==> src/rtl/nor_prog_poller.sv <==
module nor_prog_poller #(
  parameter int ADDR_W   = 18,
  parameter int CNT_W    = 18,
  parameter int WDOG_W   = 16,
  parameter int BUS_CLKS = 4
) (
  input  logic              clk,
  input  logic              rst_n,
  input  logic              start,
  input  logic [ADDR_W-1:0] start_addr,
  input  logic [CNT_W-1:0]  byte_count,
  input  logic              use_toggle,
  input  logic [WDOG_W-1:0] poll_limit,
  input  logic [7:0]        src_data,
  output logic              src_take,
  output logic [ADDR_W-1:0] bus_addr,
  output logic [7:0]        bus_wdata,
  output logic              bus_we,
  output logic              bus_re,
  input  logic [7:0]        bus_rdata,
  output logic              busy,
  output logic              done,
  output logic              fail,
  output logic [ADDR_W-1:0] fail_addr
);

  localparam int AC_W = (BUS_CLKS > 2) ? $clog2(BUS_CLKS) : 1;
  localparam logic [AC_W-1:0] AC_LAST = AC_W'(BUS_CLKS - 1);
  localparam logic [AC_W-1:0] AC_SAMP = AC_W'(BUS_CLKS - 2);
  localparam logic [ADDR_W-1:0] UNLK_A = ADDR_W'(12'h555);
  localparam logic [ADDR_W-1:0] UNLK_B = ADDR_W'(12'h2AA);

  typedef enum logic [2:0] {S_IDLE, S_LOAD, S_CMD, S_POLL, S_ABORT} st_t;

  st_t               st;
  logic [AC_W-1:0]   ac;
  logic [1:0]        step;
  logic [ADDR_W-1:0] addr;
  logic [CNT_W-1:0]  remain;
  logic [7:0]        wdat;
  logic [2:0]        rq;
  logic              first_b6;
  logic [WDOG_W-1:0] pcnt;
  logic [WDOG_W-1:0] limit_r;
  logic              tg_r;
  logic              rd_odd;
  logic              retry;

  wire accessing = (st == S_CMD) || (st == S_POLL) || (st == S_ABORT);
  wire acc_end   = (ac == AC_LAST);
  wire strobe    = accessing && !acc_end;
  wire cmp_hit   = tg_r ? (first_b6 == rq[1]) : (rq[2] == wdat[7]);
  wire wd_hit    = ((WDOG_W+1)'(pcnt) + 1'b1) >= (WDOG_W+1)'(limit_r);

  assign busy     = (st != S_IDLE);
  assign src_take = (st == S_LOAD);
  assign bus_we   = strobe && (st != S_POLL);
  assign bus_re   = strobe && (st == S_POLL);

  always_comb begin
    bus_addr  = addr;
    bus_wdata = 8'hF0;
    if (st == S_CMD) begin
      case (step)
        2'd0: begin bus_addr = UNLK_A; bus_wdata = 8'hAA; end
        2'd1: begin bus_addr = UNLK_B; bus_wdata = 8'h55; end
        2'd2: begin bus_addr = UNLK_A; bus_wdata = 8'hA0; end
        default: bus_wdata = wdat;
      endcase
    end
  end

  always_ff @(posedge clk or negedge rst_n) begin
    if (!rst_n) begin
      st        <= S_IDLE;
      ac        <= '0;
      step      <= '0;
      addr      <= '0;
      remain    <= '0;
      wdat      <= '0;
      rq        <= '0;
      first_b6  <= 1'b0;
      pcnt      <= '0;
      limit_r   <= '0;
      tg_r      <= 1'b0;
      rd_odd    <= 1'b0;
      retry     <= 1'b0;
      done      <= 1'b0;
      fail      <= 1'b0;
      fail_addr <= '0;
    end else begin
      ac <= (accessing && !acc_end) ? ac + 1'b1 : '0;
      if (bus_re && ac == AC_SAMP) rq <= bus_rdata[7:5];
      case (st)
        S_IDLE: if (start) begin
          done    <= (byte_count == '0);
          fail    <= 1'b0;
          addr    <= start_addr;
          remain  <= byte_count;
          tg_r    <= use_toggle;
          limit_r <= poll_limit;
          if (byte_count != '0) st <= S_LOAD;
        end
        S_LOAD: begin
          wdat   <= src_data;
          step   <= '0;
          pcnt   <= '0;
          retry  <= 1'b0;
          rd_odd <= 1'b0;
          st     <= S_CMD;
        end
        S_CMD: if (acc_end) begin
          if (step == 2'd3) st <= S_POLL;
          else step <= step + 1'b1;
        end
        S_POLL: if (acc_end) begin
          if (tg_r && !rd_odd) begin
            first_b6 <= rq[1];
            rd_odd   <= 1'b1;
          end else begin
            rd_odd <= 1'b0;
            if (cmp_hit) begin
              if (remain == CNT_W'(1)) begin
                done <= 1'b1;
                st   <= S_IDLE;
              end else begin
                addr   <= addr + 1'b1;
                remain <= remain - 1'b1;
                st     <= S_LOAD;
              end
            end else if (retry) begin
              st <= S_ABORT;
            end else if (rq[0]) begin
              retry <= 1'b1;
            end else if (wd_hit) begin
              st <= S_ABORT;
            end else begin
              pcnt <= pcnt + 1'b1;
            end
          end
        end
        S_ABORT: if (acc_end) begin
          fail      <= 1'b1;
          fail_addr <= addr;
          st        <= S_IDLE;
        end
        default: st <= S_IDLE;
      endcase
    end
  end

endmodule

==> config.mk <==
export PLATFORM = sky130hd
export DESIGN_NAME = nor_prog_poller
export DESIGN_NICKNAME = d
export VERILOG_FILES = /design/src/rtl/nor_prog_poller.sv
export SDC_FILE = /design/constraint.sdc
export NUM_CORES = 1
export LEC_CHECK = 0
export ABC_CLOCK_PERIOD_IN_PS = 3780
export CORE_ASPECT_RATIO = 1.1
export CORE_MARGIN = 5
export CORE_UTILIZATION = 40
export DETAILED_ROUTE_END_ITERATION = 8
export PLACE_DENSITY_LB_ADDON = 0.05
export SYNTH_ARGS = -nofsm -noshare
export SYNTH_HDL_FRONTEND = slang
export SYNTH_SLANG_ARGS = --single-unit
==> constraint.sdc <==
create_clock -name clk -period 3.78 [get_ports clk]
set_input_delay 0.945 -clock clk [delete_from_list [all_inputs] [get_ports clk]]
set_output_delay 0.945 -clock clk [all_outputs]
set_load 0.02 [all_outputs]
==> metrics <==
P_leak 0.00352 uW; Final WS setup 0.193 ns; CTS buffer count 9; Filler cells 1473; # rows 48; number of synthesized flops with an enable pin 0; WP buf/inv 1; n_diodes 0; crit end category output port; Reg clk slew, reported paths 0.08 ns; sequential share of the synthesized area 43.6%; status completed; sw frac 42.5%; post-route clock period utilization 94.9%; fraction of the mapped netlist area in adder cells 5.15%; clk buf depth 2; hold_sp ac[0]; total track usage 18.9%; synthesized area per cell 8.91 um2; Place WS 0.481 ns; internal power 3120 uW; Antenna Nets Post-Route 0; FF-to-FF End pcnt[3]; most common cell after layout, fill and taps aside clkdlybuf4s50_1; Worst R2R Start pcnt[0]; final instance area 7980 um2; synth warn 0; Yosys reg bits 110; Hold/Removal Path Class reg -> reg; post-DP HPWL 12.5 mm; Post-CTS Hold Buffers 0; Synth Area in Compound Gates 19.2%; DRC 0; post-synthesis mux area share 4.59%; Syn Inst Count 709; Worst Path Arrival 2.64 ns; core area 15600 um2; Slew HR 36.1%; Critical Path Max Stage Delay 0.55 ns; Die Wd 130 um; Yosys top cell area share 43.6%; Netlist cell types 60; routed wire length 17.2 mm; CP required 2.83 ns; CTS H-Tree Depth 3; DIE AREA 18400 um2; Max FO, Critical Path 10; Least-Margin Pin Slew 0.958 ns; DR vias/cell 5.47; Post-Synth Simple-Gate Area 20.3%; I/O Buffers 116; CP dominant cell by count or3_1; switching power 2310 uW; final hold violation count 0; Primary FF master, synth dfrtp_1; met2 usage 32.8%; setup slack, reg-to-reg 0.49 ns; PwrDens 680 nW/um2; layout cells sized above 1 9.39%; clk_skew 0.00945 ns; type of the worst setup path reg -> out; top cells by area, synth dfrtp_1 44%, nand2_1 6.2%, ha_1 5.1%; Final Max Tran Viols 0; RSZ-0062 raised after global routing false; initial antenna violation count 0; Routed wire per std cell 16.8 um; initial DRC count 351; highest-count cells in the layout ignoring fill and taps 115 x clkdlybuf4s50_1, 110 x dfrtp_1, 103 x nand2_1; clk sinks 110; first-pass detailed-route iteration total 5; Flop pwr share 35.8%; xor/xnor share of the synthesized area 2.36%; Die Span Y 142 um; Setup TNS Final 0 ns; Worst VDD drop 0.434 mV; worst-path cell chain nand2b_1 > or3_1 > or3_1 > a21boi_0 > clkdlybuf4s50_1; Min-Delay Path Depth 1; final core occ 51.1%; maximum clock rate 279 MHz; critical path's top delay family simple AND/OR/NAND/NOR gates; crit path time final 3.59 ns; number of buffers added for setup after CTS 0; met1 usage 24.5%; routing usage on met3 2.75%; largest family of logic cells by synthesized area simple AND/OR/NAND/NOR gates; placed cell area 7690 um2; vias in the first global route 5618; GRT overflow 0; Synth async-reset ratio 100%; Clock power frac 17.5%; Skew-Pair Late Insertion Delay 0.35 ns; vias 5583; I/O pin count 122; Max-Cap Viols 0; reg2reg path depth 13; Critical Path Source Type flop; slowest CP cell clkdlybuf4s50_1; Hold Path End ac[0]; first-pass GRT wire length 28.0 mm; largest net degree at the start of global routing 59; nets 913; # resized after CTS 0; Starting Density 40.5%; synthesized net count 807; Final setup viols 0; total stage count of the critical path 5; CTS tree built; Yosys top cell by area dfrtp_1; Mapped Area 6320 um2; Root Buffer clkbuf_16; Logic pwr share 46.6%; GPL Wtd Cong 0.872; Area Growth Syn to Fin 26.3%; GRT busiest layer met2
==> power by group through the flow <==
stage	registers, uW	logic, uW	clock network (uW)
after floorplan	1860	1690	0
after global placement	1950	2490	0
after detailed placement	1960	2550	0
after CTS	1940	2560	980
after global routing	2010	2810	1030
final	1940	2530	950
==> metrics by stage <==
stage                     total power [uW]  hold slack (ns)  std cells
after floorplan                       3540            0.429        709
after global placement                4440            0.439       1004
after detailed placement              4510            0.449       1004
after CTS                             5480            0.459       1020
after global routing                  5840            0.476       1020
final                                 5420            0.461       1020
==> worst max-delay path by stage <==
stage / slack, ns / startpoint / end
2_1_floorplan: 0.58 / pcnt[0] / pcnt[2]
4_1_cts: 0.20 / st[2] / bus_addr[6]
5_1_grt: 0.08 / st[2] / bus_addr[4]
6_report: 0.19 / st[2] / bus_addr[6]
3_3_place_gp: 0.53 / pcnt[0] / pcnt[2]
3_5_place_dp: 0.48 / byte_count[14] / st[0]
==> cell type report <==
class,instances,area (um2),area share (%)
tap,200,250,3.14
sequential,110,2750,34.5
clock buffer,11,253,3.17
inverter,34,128,1.60
multi-input combinational,526,3260,40.9
timing repair buffer,134,1290,16.2
clock inverter,5,40.0,0.502
==> sequential cells by signal, indices dropped and copies added (netlist names), 2 cells and up <==
register	cells
wdat	8
step	2
rq	3
addr	18
pcnt	16
limit_r	16
remain	18
st	3
fail_addr	18
ac	2
==> cell families after synthesis <==
kind of cell	count (synthesis)
buffers and inverters	73
AOI/OAI and AO/OA	198
muxes	26
xor gates and xnor gates	17
and+or+nand+nor	259
adders and majority gates	26
DFF	110
==> cell usage after synthesis (10+ instances only) <==
master	instances
dfrtp_1	110
nand2_1	104
a21oi_1	62
o21ai_0	60
nor2_1	38
inv_1	34
nand3_1	28
clkbuf_1	27
ha_1	26
mux2_2	24
nor3_1	16
o22ai_1	12
nor4_1	11
a22o_1	10
and2_1	10
xor2_1	10
==> metal layers <==
metal  wire length [um]  vias up
li1                   -     2732
met1               7660     2728
met2               8720      107
met3                547       16
met4                224        0
met5                  0        -
Power figures use the tool's default switching activity.
